`config.mk`:
```
export PLATFORM = sky130hd
export DESIGN_NAME = thermAlert
export DESIGN_NICKNAME = d
export VERILOG_FILES = /design/src/rtl/thermAlertPkg.sv /design/src/rtl/thermAlertDp.sv /design/src/rtl/thermAlertCtl.sv /design/src/rtl/thermAlert.sv
export SDC_FILE = /design/constraint.sdc
export NUM_CORES = 1
export LEC_CHECK = 0
export BUFFER_PORTS_ARGS = -buffer_cell sky130_fd_sc_hd__buf_2
export CAP_MARGIN = 15
export CELL_PAD_IN_SITES_DETAIL_PLACEMENT = 0
export CELL_PAD_IN_SITES_GLOBAL_PLACEMENT = 1
export CORE_MARGIN = 2
export CORE_UTILIZATION = 32
export CTS_BUF_LIST = sky130_fd_sc_hd__clkbuf_8 sky130_fd_sc_hd__clkbuf_16
export CTS_CLUSTER_DIAMETER = 60
export DETAILED_ROUTE_END_ITERATION = 16
export PLACE_DENSITY_LB_ADDON = 0.08
export SLEW_MARGIN = 20
export SYNTH_ARGS = -nofsm -noshare
export SYNTH_HDL_FRONTEND = slang
export SYNTH_HIERARCHICAL = 1
export SYNTH_SLANG_ARGS = --single-unit
```
`constraint.sdc`:
```
create_clock -name clk -period 2.4 [get_ports clk]
set_input_delay 0.12 -clock clk [delete_from_list [all_inputs] [get_ports clk]]
set_output_delay 0.12 -clock clk [all_outputs]
set_load 0.02 [all_outputs]
```
`src/rtl/thermAlertPkg.sv`:
```
package thermAlertPkg;
  // strobes from control to the fault-run datapath
  typedef struct packed {
    logic bump;   // count one more qualifying reading
    logic clear;  // restart the run
  } cntCtl_t;

  // which crossing the latched mode waits for next
  typedef enum logic {
    ARM_HIGH = 1'b0,
    ARM_LOW  = 1'b1
  } arm_e;

  localparam int MAX_QUEUE = 6;
endpackage

```
`src/rtl/thermAlertDp.sv`:
```
module thermAlertDp
  import thermAlertPkg::*;
#(
  parameter int TEMP_W = 11,
  parameter int LIM_W  = 9,
  parameter int CNT_W  = 3
) (
  input  logic              clk,
  input  logic              rstN,
  input  logic [TEMP_W-1:0] sampleTemp,
  input  logic [LIM_W-1:0]  limitHigh,
  input  logic [LIM_W-1:0]  limitLow,
  input  logic [1:0]        queueSel,
  input  cntCtl_t           cntCtl,
  output logic              overHigh,
  output logic              underLow,
  output logic              queueFull
);
  localparam int DROP = TEMP_W - LIM_W;

  logic signed [LIM_W-1:0] tempCoarse;
  logic [CNT_W-1:0]        faultCount;
  logic [CNT_W-1:0]        queueTarget;
  logic                    unusedFraction;

  assign tempCoarse     = sampleTemp[TEMP_W-1 -: LIM_W];
  assign unusedFraction = ^sampleTemp[DROP-1:0];

  assign overHigh = tempCoarse > $signed(limitHigh);
  assign underLow = tempCoarse < $signed(limitLow);

  function automatic logic [CNT_W-1:0] queueDepth(input logic [1:0] sel);
    case (sel)
      2'b00:   return CNT_W'(1);
      2'b01:   return CNT_W'(2);
      2'b10:   return CNT_W'(4);
      default: return CNT_W'(MAX_QUEUE);
    endcase
  endfunction

  assign queueTarget = queueDepth(queueSel);
  // true when one more qualifying reading completes the run
  assign queueFull = ({1'b0, faultCount} + (CNT_W+1)'(1)) >= {1'b0, queueTarget};

  always_ff @(posedge clk or negedge rstN) begin
    if (!rstN)             faultCount <= '0;
    else if (cntCtl.clear) faultCount <= '0;
    else if (cntCtl.bump)  faultCount <= faultCount + CNT_W'(1);
  end

  // the run never reaches the longest queue without firing
  a_r6_count_bounded: assert property (@(posedge clk) disable iff (!rstN)
    faultCount < CNT_W'(MAX_QUEUE));

  // a clear strobe from control empties the run
  a_r6_clear_empties: assert property (@(posedge clk) disable iff (!rstN)
    cntCtl.clear |=> faultCount == '0);
endmodule

```
`src/rtl/thermAlertCtl.sv`:
```
module thermAlertCtl
  import thermAlertPkg::*;
(
  input  logic    clk,
  input  logic    rstN,
  input  logic    sampleValid,
  input  logic    cfgLatchMode,
  input  logic    cfgHalt,
  input  logic    regRead,
  input  logic    overHigh,
  input  logic    underLow,
  input  logic    queueFull,
  output cntCtl_t cntCtl,
  output logic    alertActive
);
  arm_e armState;
  logic watchLow;
  logic sampleOk;
  logic tripCond;
  logic fire;
  logic ackClear;

  // thermostat watches the release crossing while active;
  // latched mode follows the alternating arm state
  assign watchLow = cfgLatchMode ? (armState == ARM_LOW) : alertActive;
  assign sampleOk = sampleValid && !cfgHalt && !(cfgLatchMode && alertActive);
  assign tripCond = watchLow ? underLow : overHigh;
  assign fire     = sampleOk && tripCond && queueFull;
  assign ackClear = cfgLatchMode && alertActive && (regRead || cfgHalt);

  always_comb begin
    cntCtl.bump  = sampleOk && tripCond && !queueFull;
    cntCtl.clear = (sampleOk && !tripCond) || fire || ackClear;
  end

  always_ff @(posedge clk or negedge rstN) begin
    if (!rstN) begin
      alertActive <= 1'b0;
      armState    <= ARM_HIGH;
    end else if (fire) begin
      if (cfgLatchMode) begin
        alertActive <= 1'b1;
        armState    <= (armState == ARM_HIGH) ? ARM_LOW : ARM_HIGH;
      end else begin
        alertActive <= !alertActive;
      end
    end else if (ackClear) begin
      alertActive <= 1'b0;
    end
  end

  // thermostat alert moves only on an accepted reading
  a_r4_cmp_steady: assert property (@(posedge clk) disable iff (!rstN)
    (!cfgLatchMode && !(sampleValid && !cfgHalt)) |=> $stable(alertActive));

  // a held event stays until acknowledged
  a_r7_latch_hold: assert property (@(posedge clk) disable iff (!rstN)
    (cfgLatchMode && alertActive && !regRead && !cfgHalt) |=> alertActive);

  // a register read acknowledges a held event
  a_r7_read_clears: assert property (@(posedge clk) disable iff (!rstN)
    (cfgLatchMode && alertActive && regRead) |=> !alertActive);

  // halting in latched mode drops the alert
  a_r8_halt_clears: assert property (@(posedge clk) disable iff (!rstN)
    (cfgLatchMode && cfgHalt) |=> !alertActive);
endmodule

```
`src/rtl/thermAlert.sv`:
```
module thermAlert
  import thermAlertPkg::*;
#(
  parameter int TEMP_W = 11,
  parameter int LIM_W  = 9,
  parameter int CNT_W  = 3
) (
  input  logic              clk,
  input  logic              rstN,
  input  logic              sampleValid,
  input  logic [TEMP_W-1:0] sampleTemp,
  input  logic [LIM_W-1:0]  limitHigh,
  input  logic [LIM_W-1:0]  limitLow,
  input  logic [1:0]        queueSel,
  input  logic              cfgActiveHigh,
  input  logic              cfgLatchMode,
  input  logic              cfgHalt,
  input  logic              regRead,
  output logic              alertPin
);
  cntCtl_t cntCtl;
  logic    overHigh;
  logic    underLow;
  logic    queueFull;
  logic    alertActive;

  thermAlertDp #(.TEMP_W(TEMP_W), .LIM_W(LIM_W), .CNT_W(CNT_W)) uDp (
    .clk        (clk),
    .rstN       (rstN),
    .sampleTemp (sampleTemp),
    .limitHigh  (limitHigh),
    .limitLow   (limitLow),
    .queueSel   (queueSel),
    .cntCtl     (cntCtl),
    .overHigh   (overHigh),
    .underLow   (underLow),
    .queueFull  (queueFull)
  );

  thermAlertCtl uCtl (
    .clk          (clk),
    .rstN         (rstN),
    .sampleValid  (sampleValid),
    .cfgLatchMode (cfgLatchMode),
    .cfgHalt      (cfgHalt),
    .regRead      (regRead),
    .overHigh     (overHigh),
    .underLow     (underLow),
    .queueFull    (queueFull),
    .cntCtl       (cntCtl),
    .alertActive  (alertActive)
  );

  assign alertPin = cfgActiveHigh ? alertActive : !alertActive;
endmodule

```
# Yosys cells after proc, flatten, opt, wreduce, memory -nomap -nowiden

Cells that the tools add are included.

Bits in registers: 5
Input bits: 38
Word-level logic and storage cells: 40

$add $sub $neg: 2
Order comparisons: 3
Equality and inequality tests: 2
Multiplexer cells: 10
Reductions and logical operators: 20

Operators by type and width:

| cell                                           | number |
|---|---|
| > comparator 9 bit                             | 1 |
| < comparator 9 bit                             | 1 |
| one-hot mux 3 bit (3 select lines)             | 1 |
| logical AND 1 bit                              | 8 |
| 2-to-1 mux 1 bit                               | 7 |
| 2-to-1 mux 3 bit                               | 2 |
| zero test 1 bit                                | 5 |
| adder 3 x 1 -> 4 bit (second input constant)   | 1 |
| greater-or-equal comparator 4 x 3 -> 1 bit     | 1 |
| nonzero test 2 bit                             | 2 |
| adder 3 x 1 -> 3 bit (second input constant)   | 1 |
| logical OR 1 bit                               | 3 |
| == test 2 x 1 -> 1 bit (second input constant) | 1 |
| == test 2 bit (second input constant)          | 1 |
| zero test 2 bit                                | 1 |
| AND reduction 2 bit                            | 1 |

# Longest topological paths before layout

Gate-level depths: netlist (run 1).

Word-level depth: 8
Mapped depth: 12

# By module

The synthesis (run 1) kept the hierarchy.

Modules (own cells, without submodules):

| module        | times used | cells each | area each (um^2) | sequential area each (um^2) |
|---|---|---|---|---|
| thermAlertDp  | 1          | 85         | 679.4            | 75.1 |
| thermAlertCtl | 1          | 18         | 160.2            | 50.0 |
| thermAlert    | 1          | 1          | 8.8              | 0.0 |

# Least setup slack after synthesis (run 1)

Ideal clock, no wire load.

Path kind: input -> register
Start: in limitLow[6]
End: reg uDp.faultCount[2]
Arrival: 1.782 ns
Required time: 2.282 ns
Slack: 0.499 ns
Cell stages on the path: 11
Path buffers: 0
Path through: inv_1 > ha_1 > a21o_1 > a2111oi_4 > a32o_1 > mux2_4 > nand2_1 > nor2_1 > nand2_1 > xor2_1 > nor2_1

RTL lines:

| element              | RTL line           | RTL |
|---|---|---|
| start, declared      | thermAlert.sv:13   | `input logic [LIM_W-1:0] limitLow,` |
| end signal, assigned | thermAlertDp.sv:48 | `else if (cntCtl.bump) faultCount <= faultCount + CNT_W'(1);` |
| end, declared        | thermAlertDp.sv:22 | `logic [CNT_W-1:0] faultCount;` |

==> results.toml, run 1 <==
[floorplan]
initial_core_util_pct = 33.93
die_w_um = 55.49
rows = 18
die-area_sq_um = 3079
core_area_sq_um = 2500
die_y_um = 55.49
pin_count = 39

[logic_synthesis]
synth_common_cells = "25 x inv_1, 21 x ha_1, 6 x nor2_1"
synth_top_family_by_area = "adder cells"
synthFlopType = "dfrtp_1"
yosys.area_share.simple_pct = 16.52
yosysWarnings = 6
avgSynthCellArea_sq_um = 8.157
yosysTopAreaCell = "ha_1"
synth_most_common_cell = "inv_1"
synthAdderAreaFrac_pct = 30.97
synth_cells = 104
ys_seq_area_share_pct = 14.75
syn_nets = 163
synth_edf_count = 0
synth.mux.area_fraction_pct = 5.310
synth-compound-area-share_pct = 16.22
yosysTopAreaCellShare_pct = 30.97
ys_async_sr_fraction_pct = 100.0
netlist-cell-type-count = 30
yosys-top-cells-area = "ha_1 31%, dfrtp_1 15%, inv_1 11%"
netlist_area_sq_um = 848.3
synth_seq_cells = 5
synth_xor_area_share_pct = 5.162

[routing]
drc = 0
via_per_inst = 4.589
drt-initial-drc-count = 21
ant_nets = 0
vias = 803
drt_wl_total_um = 1623
wire_per_inst_um = 9.274
first_pass_iters = 4

[cells_and_area]
finalInstanceArea_sq_um = 1121
multiInputGateArea_sq_um = 629.4
n_fill_cell = 264
num-nets-final = 205
diodes = 0
seq_area_sq_um = 125.1
drive_gt1_share_pct = 31.03
area_growth_pct = 32.15

[global_routing]
grt_usage_pct = 12.31
grt_pass1_vias = 821
grt_max_degree = 7
grt_pass1_wl_um = 3194
antenna_found_initial = 0
grt.busiest_layer = "met2"
grtUsageMet1_pct = 16.15
grt-ovfl-total = 0
grt_use_met3_pct = 4.918
met2_usage_pct = 19.73

[critical_path]
worstPathArrival_ns = 2.23
startpoint_type = "flop"
cp-end-kind = "flop"
cp_max_fo = 4
reg2reg_slack_ns = 0.28
cp_num_buf_inv = 1
crit_family = "adder cells"
cp_slowest_stage_delay_ns = 0.42
path_class = "flop to flop"
cpMaxStageDelayCell = "dfrtp_1"
worstPathRequired_ns = 2.51
crit_chain = "ha_1 > xor2_1 > ha_1 > inv_1 > o21ai_0 > nor2_1 > nand2_1 > xor2_1 > nor2_1"

[timing]
fmax_mhz = 471.2
fin_crit_ns = 2.122
rsz0062_at_grt = "no"
relSlewSlack_pct = 66.46
setup_viol = 0
finClkSkew_ns = 0.003708
fin_crit_sh_pct = 88.43
tns_ns = 0
tightest_slew_ns = 0.5001
slew_viol_final = 0
hold_viol = 0

[power]
leakagePower_nw = 0.6790
ir_drop_mv = 0.4291
p_per_area_nw_per_um2 = 517.3

[clock_network]
cts_root_buf = "clkbuf_8"
cts_tree = "yes"
path_clk_slew_ns = 0.04
clock_latency_ns = 0.22
clockBufferDepth = 2
htreeDepth = 1
cts_buffers = 3
clock-sinks = 5

[place]
place.gp.congestion = 0.7054
place_area_sq_um = 1066
dpl.hpwl_um = 1468
io_buffers = 36

[run]
cap_viol_max_count = 0

[hold_path]
hp-class = "input port to asynchronous set/reset pin"

[run_status]
status = "finished clean"
## sequential cells by signal, summed over array words and instances, names as in the netlist
signal	cells
uCtl/alertActive	1
uCtl/armState	1
uDp/faultCount	3
## kinds of logic after synthesis
| logic type | count (synthesis) |
|---|---|
| fa+ha+maj | 21 |
| compound gates | 17 |
| flops | 5 |
| xor+xnor | 5 |
| simple gates | 27 |
| mux | 4 |
| buf+inv | 25 |
## timing repair
| action | CTS | global route |
|---|---|---|
| resized for setup | 0 | 0 |
| buffers inserted | 0 | 0 |
| hold buffers | 1 | 0 |
| endpoints found under the hold margin | 5 | 0 |
## where the power goes
part           leakage (nW)  internal, mW  switching [mW]
Sequential           0.0667         0.115          0.0333
Clock                0.0269         0.109          0.0391
Combinational         0.585         0.145           0.138
## stage by stage
step | total power, mW | utilization [%] | std cells | hold slack [ns] | worst slack (ns)
after global placement | 0.4338 | 42.64 | 170 | -0.06689 | 0.2695
after CTS | 0.5932 | 44.84 | 175 | 0.2381 | 0.2806
after global routing | 0.6505 | 44.84 | 175 | 0.2605 | 0.07039
after floorplan | 0.3499 | - | 104 | -0.1756 | 0.4993
after detailed placement | 0.4329 | 42.64 | 170 | -0.06160 | 0.2579
final | 0.5800 | 44.84 | 175 | 0.2438 | 0.2777
## layout by cell type, fill, tap and decap left out, types with 2 or more instances in the layout
| cell type | count |
|---|---|
| a21oi_1 | 3 |
| buf_2 | 36 |
| clkbuf_8 | 3 |
| dfrtp_1 | 5 |
| ha_1 | 21 |
| inv_1 | 26 |
| mux2i_1 | 3 |
| nand2_1 | 5 |
| nand2b_1 | 2 |
| nand3_1 | 3 |
| nand4_1 | 3 |
| nor2_1 | 6 |
| nor2b_1 | 2 |
| o21ai_0 | 5 |
| xnor2_1 | 3 |
| xor2_1 | 2 |
## layer usage
| metal | part of all wire, % | wire length (um) |
|---|---|---|
| met1 | 50 | 817 |
| met2 | 40 | 648 |
| met3 | 9.7 | 158 |
| met4 | 0 | 0 |
| met5 | 0 | 0 |
## path summary, 6_finish.rpt
path | from | endpoint | depth (start not counted)
setup / recovery | uDp/faultCount[0] | uDp/faultCount[2] | 9
hold / removal | rstN | uDp/faultCount[1] | 2
setup reg to reg | uDp/faultCount[0] | uDp/faultCount[2] | 9
hold reg to reg | uCtl/armState | uCtl/armState | 1
max in group asynchronous | rstN | uCtl/alertActive | 2
min in group clk | cfgLatchMode | uCtl/armState | 3
## cell type report
cell class | instances | share of cell area, %
Multi-Input combinational cell | 74 | 56.14
Timing Repair Buffer | 37 | 16.96
Sequential cell | 5 | 11.16
Inverter | 25 | 8.370
Clock buffer | 3 | 3.683
Tap cell | 30 | 3.348
Clock inverter | 1 | 0.3348
No activity file was read; power rests on OpenSTA's default activity.
==> run 2: changes to the inputs <==
--- a/config.mk
+++ b/config.mk
@@ -9,6 +9,7 @@
 export CAP_MARGIN = 15
 export CELL_PAD_IN_SITES_DETAIL_PLACEMENT = 0
 export CELL_PAD_IN_SITES_GLOBAL_PLACEMENT = 1
+export CORE_ASPECT_RATIO = 2
 export CORE_MARGIN = 2
 export CORE_UTILIZATION = 32
 export CTS_BUF_LIST = sky130_fd_sc_hd__clkbuf_8 sky130_fd_sc_hd__clkbuf_16
==> results.toml, run 2 (synthesized netlist as in run 1, its figures left out) <==
[global_routing]
grt_usage_pct = 13.81
grt.busiest_layer = "met2"
grtUsageMet1_pct = 13.68
grt_pass1_vias = 814
grt_pass1_wl_um = 3111
antenna_found_initial = 0
grt_use_met3_pct = 2.312
grt_max_degree = 7
grt-ovfl-total = 0
met2_usage_pct = 24.92

[timing]
fin_crit_sh_pct = 87.53
finClkSkew_ns = 0.0003722
fmax_mhz = 476.0
setup_viol = 0
relSlewSlack_pct = 68.65
rsz0062_at_grt = "no"
tightest_slew_ns = 0.4675
hold_viol = 0
slew_viol_final = 0
tns_ns = 0
whs_ns = 0.2274
fin_crit_ns = 2.101

[routing]
vias = 831
drt-initial-drc-count = 6
drt_wl_total_um = 1897
via_per_inst = 4.803
first_pass_iters = 4
drc = 0
wire_per_inst_um = 10.97
ant_nets = 0

[floorplan]
die_y_um = 76.82
pin_count = 39
die_w_um = 40.41
core_area_sq_um = 2537
initial_core_util_pct = 33.43
rows = 26
die-area_sq_um = 3104

[critical_path]
crit_chain = "ha_1 > ha_1 > a21oi_1 > o21ai_0 > nor2_1 > nand2_1 > xor2_1 > nor2_1"
startpoint_type = "flop"
r2r_start = "uDp/faultCount[0]"
worstPathRequired_ns = 2.51
crit_cells = 8
r2r-end = "uDp/faultCount[2]"
worstPathArrival_ns = 2.21
cp-end-kind = "flop"
crit_family = "adder cells"
rr_worst_depth = 8
cp_num_buf_inv = 0
cp_slowest_stage_delay_ns = 0.42
cpMaxStageDelayCell = "dfrtp_1"
path_class = "flop to flop"
cp_max_fo = 4
reg2reg_slack_ns = 0.30

[power]
leakagePower_nw = 0.6790
p_sw_share_pct = 37.19
p_per_area_nw_per_um2 = 529.9
power_switching_mw = 0.2204
combPwrFrac_pct = 49.2
clock_power_share_pct = 25.8
p_int_mw = 0.3723
pwr-share-seq_pct = 25.0
ir_drop_mv = 0.2137

[clock_network]
cts_tree = "yes"
clockBufferDepth = 2
clock_latency_ns = 0.22
post_cts.repair.setup_buffers = 0
clock-sinks = 5
path_clk_slew_ns = 0.04
cts_hold_buf = 1
htreeDepth = 1
cts_resized = 0
cts_root_buf = "clkbuf_8"
cts_buffers = 3

[cells_and_area]
diodes = 0
mostFrequentLayoutCells = "36 x buf_2, 26 x inv_1, 21 x ha_1, 6 x nor2_1"
drive_gt1_share_pct = 31.03
biggestRegsByFlops = "uDp/faultCount: 3 flops, uCtl/alertActive: 1 flops, uCtl/armState: 1 flops"
final_common_cell = "buf_2"
area_growth_pct = 31.86
num-nets-final = 205
largest_reg_flops = 3
utilization_pct = 44.08
finalInstanceArea_sq_um = 1119
regMostFlops = "uDp/faultCount"

[hold_path]
whs_path_depth = 3
hp-start = "cfgLatchMode"
hp-class = "input port to flop"
whs_endpoint = "uCtl/armState"

[place]
dpl.hpwl_um = 1738
io_buffers = 36
place.gp.congestion = 0.6631
place_area_sq_um = 1064

[run]
cap_viol_max_count = 0

[run_status]
status = "finished clean"
[run 2: how the worst max path moves through the flow]
stage | slack (ns) | to | from
2_1_floorplan | 0.50 | uDp/faultCount[2] | limitLow[6]
3_3_place_gp | 0.19 | uDp/faultCount[2] | sampleTemp[4]
3_5_place_dp | 0.17 | uDp/faultCount[2] | sampleTemp[4]
4_1_cts | 0.26 | uDp/faultCount[2] | uDp/faultCount[0]
5_1_grt | 0.15 | uDp/faultCount[2] | uDp/faultCount[0]
6_report | 0.30 | uDp/faultCount[2] | uDp/faultCount[0]
[run 2: layout make-up]
| cell class | count | area (sq um) |
|---|---|---|
| Inverter | 25 | 93.84 |
| Clock buffer | 3 | 41.29 |
| Clock inverter | 1 | 3.754 |
| Sequential cell | 5 | 125.1 |
| Tap cell | 28 | 35.03 |
| Fill cell | 284 | 1419 |
| Multi-Input combinational cell | 74 | 629.4 |
| Timing Repair Buffer | 37 | 190.2 |
[run 2: metal layers]
layer | share of wire, % | vias to the layer above
li1 | - | 436
met1 | 34 | 370
met2 | 59 | 23
met3 | 5.3 | 2
met4 | 1.0 | 0
met5 | 0 | -
[run 2: worst register-to-register path, delay by kind of cell (launching register included)]
| kind | cells | cell delay [ns] |
|---|---|---|
| compound gates | 2 | 0.32 |
| xor+xnor | 1 | 0.14 |
| flops | 1 | 0.42 |
| simple gates | 3 | 0.47 |
| fa+ha+maj | 2 | 0.64 |
[run 2: power groups by stage]
| stage | clock network, mW | registers (mW) | logic [mW] |
|---|---|---|---|
| 3_5_place_dp | 0 | 0.149 | 0.297 |
| 2_1_floorplan | 0 | 0.140 | 0.210 |
| 6_report | 0.153 | 0.148 | 0.291 |
| 5_1_grt | 0.164 | 0.154 | 0.334 |
| 3_3_place_gp | 0 | 0.149 | 0.286 |
| 4_1_cts | 0.157 | 0.149 | 0.298 |
[run 2: metrics by stage]
step	power (mW)	setup slack, ns	std cells
after global placement	0.4352	0.1907	168
final	0.5927	0.2993	173
after detailed placement	0.4466	0.1695	168
after floorplan	0.3499	0.4993	104
after CTS	0.6053	0.2636	173
after global routing	0.6522	0.1462	173
